File: config.mk
export PLATFORM = sky130hd
export DESIGN_NAME = fault_reaction_resolver
export DESIGN_NICKNAME = d
export VERILOG_FILES = /design/src/rtl/fault_reaction_resolver.sv
export SDC_FILE = /design/constraint.sdc
export NUM_CORES = 1
export LEC_CHECK = 0
export BUFFER_PORTS_ARGS = -buffer_cell sky130_fd_sc_hd__buf_2
export CAP_MARGIN = 40
export CORE_ASPECT_RATIO = 0.6
export CORE_UTILIZATION = 30
export DETAILED_ROUTE_END_ITERATION = 8
export SYNTH_ARGS = -nofsm -noshare
export SYNTH_HDL_FRONTEND = slang
export SYNTH_SLANG_ARGS = --single-unit
File: constraint.sdc
create_clock -name clk -period 1.85 [get_ports clk]
set_input_delay 0.185 -clock clk [delete_from_list [all_inputs] [get_ports clk]]
set_output_delay 0.185 -clock clk [all_outputs]
set_load 0.005 [all_outputs]
File: src/rtl/fault_reaction_resolver.sv
module fault_reaction_resolver #(
  parameter int N_EXT = 2
) (
  input  logic             clk,
  input  logic             rst_n,
  input  logic             ack_i,
  input  logic             bat_uv_i,
  input  logic             bat_ov_i,
  input  logic             r1_uv_i,
  input  logic             r1_ov_i,
  input  logic             r1_ovp_i,
  input  logic             r2_uv_i,
  input  logic             r2_ov_i,
  input  logic             r2_ovp_i,
  input  logic             bst_uv_i,
  input  logic             bst_ov_i,
  input  logic             bst_ovp_i,
  input  logic [N_EXT-1:0] ext_uv_i,
  input  logic [N_EXT-1:0] ext_ov_i,
  input  logic             ireg_uv_i,
  input  logic             ireg_ov_i,
  input  logic             lowin_irq_en_i,
  input  logic             r1_uv_rst_en_i,
  input  logic             r1_ov_rst_en_i,
  input  logic             r1_ovp_off_en_i,
  input  logic             r2_uv_rst_en_i,
  input  logic             r2_ov_rst_en_i,
  input  logic             bst_uv_rst_en_i,
  input  logic             bst_ov_rst_en_i,
  input  logic [N_EXT-1:0] ext_uv_rst_en_i,
  input  logic [N_EXT-1:0] ext_uv_irq_en_i,
  input  logic [N_EXT-1:0] ext_ov_rst_en_i,
  input  logic [N_EXT-1:0] ext_ov_irq_en_i,
  output logic [1:0]       req_o,
  output logic             sys_reset_n_o,
  output logic             drv_irq_n_o
);

  localparam logic [1:0] RQ_NONE  = 2'd0;
  localparam logic [1:0] RQ_SAFE  = 2'd1;
  localparam logic [1:0] RQ_RESET = 2'd2;
  localparam logic [1:0] RQ_OFF   = 2'd3;
  localparam int N_FIX = 12;
  localparam int N_SRC = N_FIX + 2 * N_EXT;

  logic [1:0] src [N_SRC];
  logic [1:0] new_req;
  logic       new_irq;
  logic [1:0] req_q;
  logic       irq_q;

  assign src[0]  = bat_ov_i  ? RQ_OFF : RQ_NONE;
  assign src[1]  = r1_uv_i   ? (r1_uv_rst_en_i  ? RQ_RESET : RQ_SAFE) : RQ_NONE;
  assign src[2]  = r1_ov_i   ? (r1_ov_rst_en_i  ? RQ_RESET : RQ_SAFE) : RQ_NONE;
  assign src[3]  = r1_ovp_i  ? (r1_ovp_off_en_i ? RQ_OFF   : RQ_SAFE) : RQ_NONE;
  assign src[4]  = (r2_uv_i && r2_uv_rst_en_i) ? RQ_RESET : RQ_NONE;
  assign src[5]  = r2_ov_i   ? (r2_ov_rst_en_i  ? RQ_RESET : RQ_SAFE) : RQ_NONE;
  assign src[6]  = r2_ovp_i  ? RQ_SAFE : RQ_NONE;
  assign src[7]  = (bst_uv_i && bst_uv_rst_en_i) ? RQ_RESET : RQ_NONE;
  assign src[8]  = bst_ov_i  ? (bst_ov_rst_en_i ? RQ_RESET : RQ_SAFE) : RQ_NONE;
  assign src[9]  = bst_ovp_i ? RQ_SAFE : RQ_NONE;
  assign src[10] = ireg_uv_i ? RQ_OFF : RQ_NONE;
  assign src[11] = ireg_ov_i ? RQ_OFF : RQ_NONE;

  for (genvar g = 0; g < N_EXT; g++) begin : g_ext
    assign src[N_FIX + 2*g]     = !ext_uv_i[g]      ? RQ_NONE  :
                                  ext_uv_rst_en_i[g] ? RQ_RESET :
                                  ext_uv_irq_en_i[g] ? RQ_SAFE  : RQ_NONE;
    assign src[N_FIX + 2*g + 1] = !ext_ov_i[g]      ? RQ_NONE  :
                                  ext_ov_rst_en_i[g] ? RQ_RESET :
                                  ext_ov_irq_en_i[g] ? RQ_SAFE  : RQ_NONE;
  end

  always_comb begin
    new_req = RQ_NONE;
    for (int i = 0; i < N_SRC; i++)
      if (src[i] > new_req) new_req = src[i];
  end

  assign new_irq = (bat_uv_i && lowin_irq_en_i) || (r2_uv_i && !r2_uv_rst_en_i);

  always_ff @(posedge clk or negedge rst_n) begin
    if (!rst_n) begin
      req_q <= RQ_NONE;
      irq_q <= 1'b0;
    end else if (ack_i) begin
      req_q <= new_req;
      irq_q <= new_irq;
    end else begin
      if (new_req > req_q) req_q <= new_req;
      irq_q <= irq_q | new_irq;
    end
  end

  assign req_o         = req_q;
  assign sys_reset_n_o = !req_q[1];
  assign drv_irq_n_o   = !((req_q != RQ_NONE) || irq_q);

  AST_NO_DOWNGRADE: assert property (@(posedge clk) disable iff (!rst_n)
    !ack_i |=> req_o >= $past(req_o));

  AST_ACK_IDLE_CLEARS: assert property (@(posedge clk) disable iff (!rst_n)
    (ack_i && new_req == RQ_NONE && !new_irq) |=> (req_o == RQ_NONE && sys_reset_n_o && drv_irq_n_o));

  AST_BAT_OV_OFF: assert property (@(posedge clk) disable iff (!rst_n)
    bat_ov_i |=> (req_o == RQ_OFF && !sys_reset_n_o && !drv_irq_n_o));

  AST_IREG_OFF: assert property (@(posedge clk) disable iff (!rst_n)
    (ireg_uv_i || ireg_ov_i) |=> req_o == RQ_OFF);

  AST_R1_OVP_OFF: assert property (@(posedge clk) disable iff (!rst_n)
    (r1_ovp_i && r1_ovp_off_en_i) |=> (req_o == RQ_OFF && !sys_reset_n_o));

endmodule

# ---- Word-level counts from Yosys, hierarchy flattened
# Cells that the tools add are included.
dict set report op_classes {
  n_addsub 0
  mul 0
  n_div 0
  order_cmp 17
  eq_ne 0
  n_shift 0
  n_mux 48
  bitwise 1
  reduce_logical 11
}
# cell n
set op_table {}
lappend op_table {{$mux 2} 41}
lappend op_table {{$gt 2x2->1} 14}
lappend op_table {{$mux 1} 7}
lappend op_table {{$gt 1x2->1} 2}
lappend op_table {{$logic_and 1x1->1} 4}
lappend op_table {{$reduce_bool 2->1} 2}
lappend op_table {{$logic_not 1->1} 3}
lappend op_table {{$gt 2x1->1 const B} 1}
lappend op_table {{$logic_or 1x1->1} 2}
lappend op_table {{$or 1x1->1} 1}
dict set report totals {
  register_bits 3
  latchBits 0
  ram_bits 0
  romBits 0
  inputBits 36
  out_inout_bits 4
  elab_cells 79
  memories 0
}

# ---- Longest topological paths before layout
dict set report logic_depth {
  ltp_word 36
  ltp_mapped 65
  mapped_depth_nobuf 65
}

# ---- Worst setup path after synthesis
# No wires, ideal clock.
dict set report synth_path {
  kind {input to register}
  startpoint {input port r1_uv_i}
  endpoint {register req_q[0] (netlist: req_o[0])}
  setup_time_ps 77
  arrival_time_ps 9844
  required_ps 1773
  path_slack_ps -8071
  path_stages 58
  n_path_buf 0
  path_cell_list {a21oi_1 ha_1 nand2b_4 a221oi_2 nor2_1 ha_1 inv_1 o22a_1 o31ai_2 and2_2 ha_1 inv_1 o22ai_1 and2_1 a21o_2 ha_1 nor3b_4 a211o_1 (+22 left out) a21oi_1 nor3_1 a21oi_2 inv_2 ha_1 inv_1 o22ai_1 nor2b_1 a21oi_1 ha_1 a221o_1 a21oi_1 o21ai_2 ha_1 a21oi_1 or2_2 nor2b_1 a21oi_1}
}
dict set report synth_between {
  elab_chain_cells 33
  word_cells_on_any_way 35
  cone_classes {order compare: 16; mux: 18; reduce/logical: 1}
}
# element line_no
set synth_rtl {}
lappend synth_rtl {{from (decl)} 9} ;# input logic r1_uv_i,
lappend synth_rtl {{$mux 2 *} 53} ;# assign src[1] = r1_uv_i ? (r1_uv_rst_en_i ? RQ_RESET : RQ_SAFE) : RQ_NONE;
lappend synth_rtl {{$gt 2x2->1} 77} ;# if (src[i] > new_req) new_req = src[i];
lappend synth_rtl {{$mux 2 *} 77}
lappend synth_rtl {{$gt 2x2->1} 77}
lappend synth_rtl {{$mux 2 *} 77}
lappend synth_rtl {{$gt 2x2->1} 77}
lappend synth_rtl {{$mux 2 *} 77}
lappend synth_rtl {{$gt 2x2->1} 77}
lappend synth_rtl {{(+17 left out)} n/a}
lappend synth_rtl {{$gt 2x2->1} 77}
lappend synth_rtl {{$mux 2 *} 77}
lappend synth_rtl {{$gt 2x2->1} 77}
lappend synth_rtl {{$mux 2 *} 77}
lappend synth_rtl {{$gt 2x2->1} 77}
lappend synth_rtl {{$mux 2 *} 77}
lappend synth_rtl {{$gt 2x2->1 / $mux 2 (equally long branches)} 90} ;# if (new_req > req_q) req_q <= new_req;
lappend synth_rtl {{$reduce_bool 2->1 (no line) / $mux 2 (equally long branches)} n/a}
lappend synth_rtl {{to (signal assigned)} 87} ;# req_q <= new_req;
lappend synth_rtl {{to (signal assigned)} 90}
lappend synth_rtl {{to (decl)} 49} ;# logic [1:0] req_q;
# Every way passes the cells marked *; elsewhere a longest branch is shown, timed or not. The select of a mux whose other input is x is not followed.
# A chain may end at the register's enable or synchronous reset.

# ---- Worst setup path after layout
dict set report layout_path {
  startpoint {input port r1_uv_rst_en_i}
  endpoint {register req_q[0] (netlist: req_o[0])}
}
dict set report layout_between {
  elab_chain_cells 34
  word_cells_on_any_way 36
  cone_classes {order compare: 16; mux: 19; reduce/logical: 1}
}
# element line_no
set layout_rtl {}
lappend layout_rtl {{from (decl)} 23} ;# input logic r1_uv_rst_en_i,
lappend layout_rtl {{$mux 2 * (2 in a row)} 53}
lappend layout_rtl {{$gt 2x2->1} 77}
lappend layout_rtl {{$mux 2 *} 77}
lappend layout_rtl {{$gt 2x2->1} 77}
lappend layout_rtl {{$mux 2 *} 77}
lappend layout_rtl {{$gt 2x2->1} 77}
lappend layout_rtl {{$mux 2 *} 77}
lappend layout_rtl {{$gt 2x2->1} 77}
lappend layout_rtl {{(+17 left out)} n/a}
lappend layout_rtl {{$gt 2x2->1} 77}
lappend layout_rtl {{$mux 2 *} 77}
lappend layout_rtl {{$gt 2x2->1} 77}
lappend layout_rtl {{$mux 2 *} 77}
lappend layout_rtl {{$gt 2x2->1} 77}
lappend layout_rtl {{$mux 2 *} 77}
lappend layout_rtl {{$gt 2x2->1 / $mux 2 (equally long branches)} 90}
lappend layout_rtl {{$reduce_bool 2->1 (no line) / $mux 2 (equally long branches)} n/a}
# Marked as above.

==> out/metrics.csv <==
metric,value,unit
hold_viol_final,0,
power_density,667,nW/µm²
core-area,3760,µm²
setup_violations,2,
slowest_delay,0.37,ns
clock-root-buffer,clkbuf_8,
clk_latency,0.22,ns
synth_seq_cells,3,
relSlewSlack,79.9,%
layout-drive-gt1-share,59.4,%
grt_pass1_wl,5.59,mm
rows,17,
critPathTopFamily,compound AO/OA/AOI/OAI gates,
die_w,84.1,µm
synthCells,161,
vias,1463,
finalCriticalPeriod,9.65,ns
die-area,4310,µm²
syn_to_final_growth,94.1,%
synth_area_per_cell,7.54,µm²
synth_top_family_by_area,adder cells,
clkPwrFrac,12.2,%
rsz0062_at_grt,true,
synth-simple-area-share,22.5,%
grt_usage,16.3,%
clkSinkCount,3,
clk_pin_slew,0.03,ns
detail_route.drc_violations,6,
cp_max_fo,4,
portBuffers,39,
fin_ws,-7.80,ns
comb_power_share,81.8,%
power.internal,957,µW
grt_pass1_vias,1323,
ys_seq_area_share,6.19,%
start_kind,input pin,
critPathSlowestCell,a221o_1,
ant_nets,0,
cap_violations,0,
async_flop_share,100,%
cts_buffer_depth,2,
synth_xor_xnor_area_share,0,%
synth_compound_area_share,26.9,%
h-tree-depth,1,
end_kind,flop,
fin_skew,0.00000172,ns
drtIter0Drc,38,
hold_path.class,in -> reg,
antenna_cells,0,
crit_path_frequent_cell,ha_1,
gr-total-overflow,0,
peakVddDrop,0.000318,V
antenna_found_initial,0,
wl_met1,1.72,mm
ios,40,
synthFlopType,dfrtp_1,
top_layer,met4,
syn_area,1210,µm²
dp_hpwl,2.66,mm
fmax,104,MHz
synth.mux.area_fraction,0.825,%
synth_nets,230,
switching_share,39.1,%
status,"complete, but fails checks",
grt_max_degree,5,
cts_tree,built,
worstMarginPinSlew,0.301,ns
cp.required,1.99,ns
wl_met2,1.55,mm
fin_hold_ws,0.203,ns
cp_num_buf_inv,10,
fin_crit_sh,522,%
wl_met3,133,µm
drt-total-wl,3.43,mm
ys_types,43,
leakagePower,0.00129,µW
wire_per_inst,10.8,µm
initial_core_util,32.2,%
power_switching,614,µW
die_h,51.3,µm
ys_warn_count,0,
crit_arrival,9.79,ns
vias_per_cell,4.60,
synth_adder_area_share,34.0,%
synth_edf_count,0,
timing.setup.critical_path_class,in -> reg,
cts_inserted_buffers,3,
r2r_slack,0.20,ns
violations,"DRC, setup timing",
dr.pass1.iters,6,
finalNetCount,341,
maxSlewViolCount,0,
place.gp.congestion,0.820,
power_frac_seq,6.0,%
power,1570,µW
## power by group through the flow
| stage | logic (µW) | clock network, µW | registers (µW) |
|---|---|---|---|
| final | 1280 | 192 | 93.9 |
| after global routing | 1420 | 203 | 95.8 |
| after CTS | 1110 | 196 | 93.7 |
| after detailed placement | 965 | 0 | 94.2 |
| after global placement | 943 | 0 | 95.0 |
| after floorplan | 623 | 0 | 93.3 |
## stage by stage
step	utilization, %	instance area, µm²	worst slack (ns)	setup TNS (ns)	instances
floorplan	-	1410	-7.57	-15.08	161
global placement	53.8	2020	-8.00	-15.93	295
detailed placement	53.8	2020	-8.16	-16.23	295
CTS	59.0	2220	-7.74	-15.38	313
global route	62.6	2360	-8.37	-16.74	318
finish	62.6	2360	-7.80	-15.60	318
## cell type report
class	instances	area, µm²
Tap cell	47	58.8
Clock buffer	4	45.0
Inverter	31	131
Timing Repair Buffer	106	723
Multi-Input combinational cell	127	1320
Fill cell	315	1410
Sequential cell	3	75.1
## final timing paths
path,cells after the start,to,from
min in group asynchronous,2,irq_q,rst_n
worst min-delay path,3,irq_q,lowin_irq_en_i
worst min register to register,2,irq_q,irq_q
worst max-delay path,63,req_o[0],r1_uv_rst_en_i
worst max register to register,7,req_o[0],req_o[1]
max in group asynchronous,2,req_o[0],rst_n
## layer usage
metal	GRT usage (%)	vias up
met4	4.31	0
li1	-	785
met2	26.8	30
met3	1.94	2
met1	22.8	646
met5	0	-
## Yosys cell counts (2+ instances only)
library cell / n / area [µm²]
a211o_1: 2 / 17.5
a21boi_0: 2 / 15.0
a21o_1: 2 / 15.0
a21oi_1: 10 / 50.1
and3_1: 2 / 12.5
dfrtp_1: 3 / 75.1
ha_1: 33 / 413
inv_1: 30 / 113
nand2_1: 12 / 45.0
nand2b_1: 4 / 25.0
nand3_1: 2 / 10.0
nand3b_1: 4 / 30.0
nor2_1: 16 / 60.1
nor2b_1: 2 / 12.5
nor3_1: 2 / 10.0
o21ai_0: 2 / 10.0
o221ai_1: 2 / 17.5
o22ai_1: 6 / 37.5
## worst register-to-register path, stage by stage, from the launching register on
cell and delay [ns]:
dfrtp_1 0.43, inv_1 0.09, ha_1 0.33, a21oi_1 0.17, a21oi_2 0.05, or2_4 0.25
nor2b_1 0.13, a21oi_1 0.14
## what timing repair did
action                     in CTS  in global routing
hold endpoints to repair        3                  0
buffers inserted               13                  5
hold buffers                    1                  0
gates resized for setup        10                 21
pin swaps                      21                 11
setup endpoints to repair       2                  2
## cell usage in the layout, fill, tap and decap left out, types with 4 or more instances in the layout
| cell type | instances |
|---|---|
| buf_2 | 38 |
| nor2_1 | 9 |
| a21oi_2 | 5 |
| nand3b_1 | 4 |
| inv_1 | 26 |
| nor2_2 | 4 |
| nand2_1 | 11 |
| ha_1 | 27 |
| ha_4 | 6 |
| buf_4 | 64 |
## kinds of logic (layout without fill, tap and decap cells)
kind of cell | count (synthesis) | count (layout)
buf+inv | 31 | 141
fa+ha+maj | 33 | 33
flops | 3 | 3
mux | 1 | 1
compound gates | 42 | 42
simple gates | 51 | 51
## state kept, by name, indices dropped and copies added, names as in the netlist
signal	count
req_o	2
irq_q	1
No activity file was read; power rests on OpenSTA's default activity.
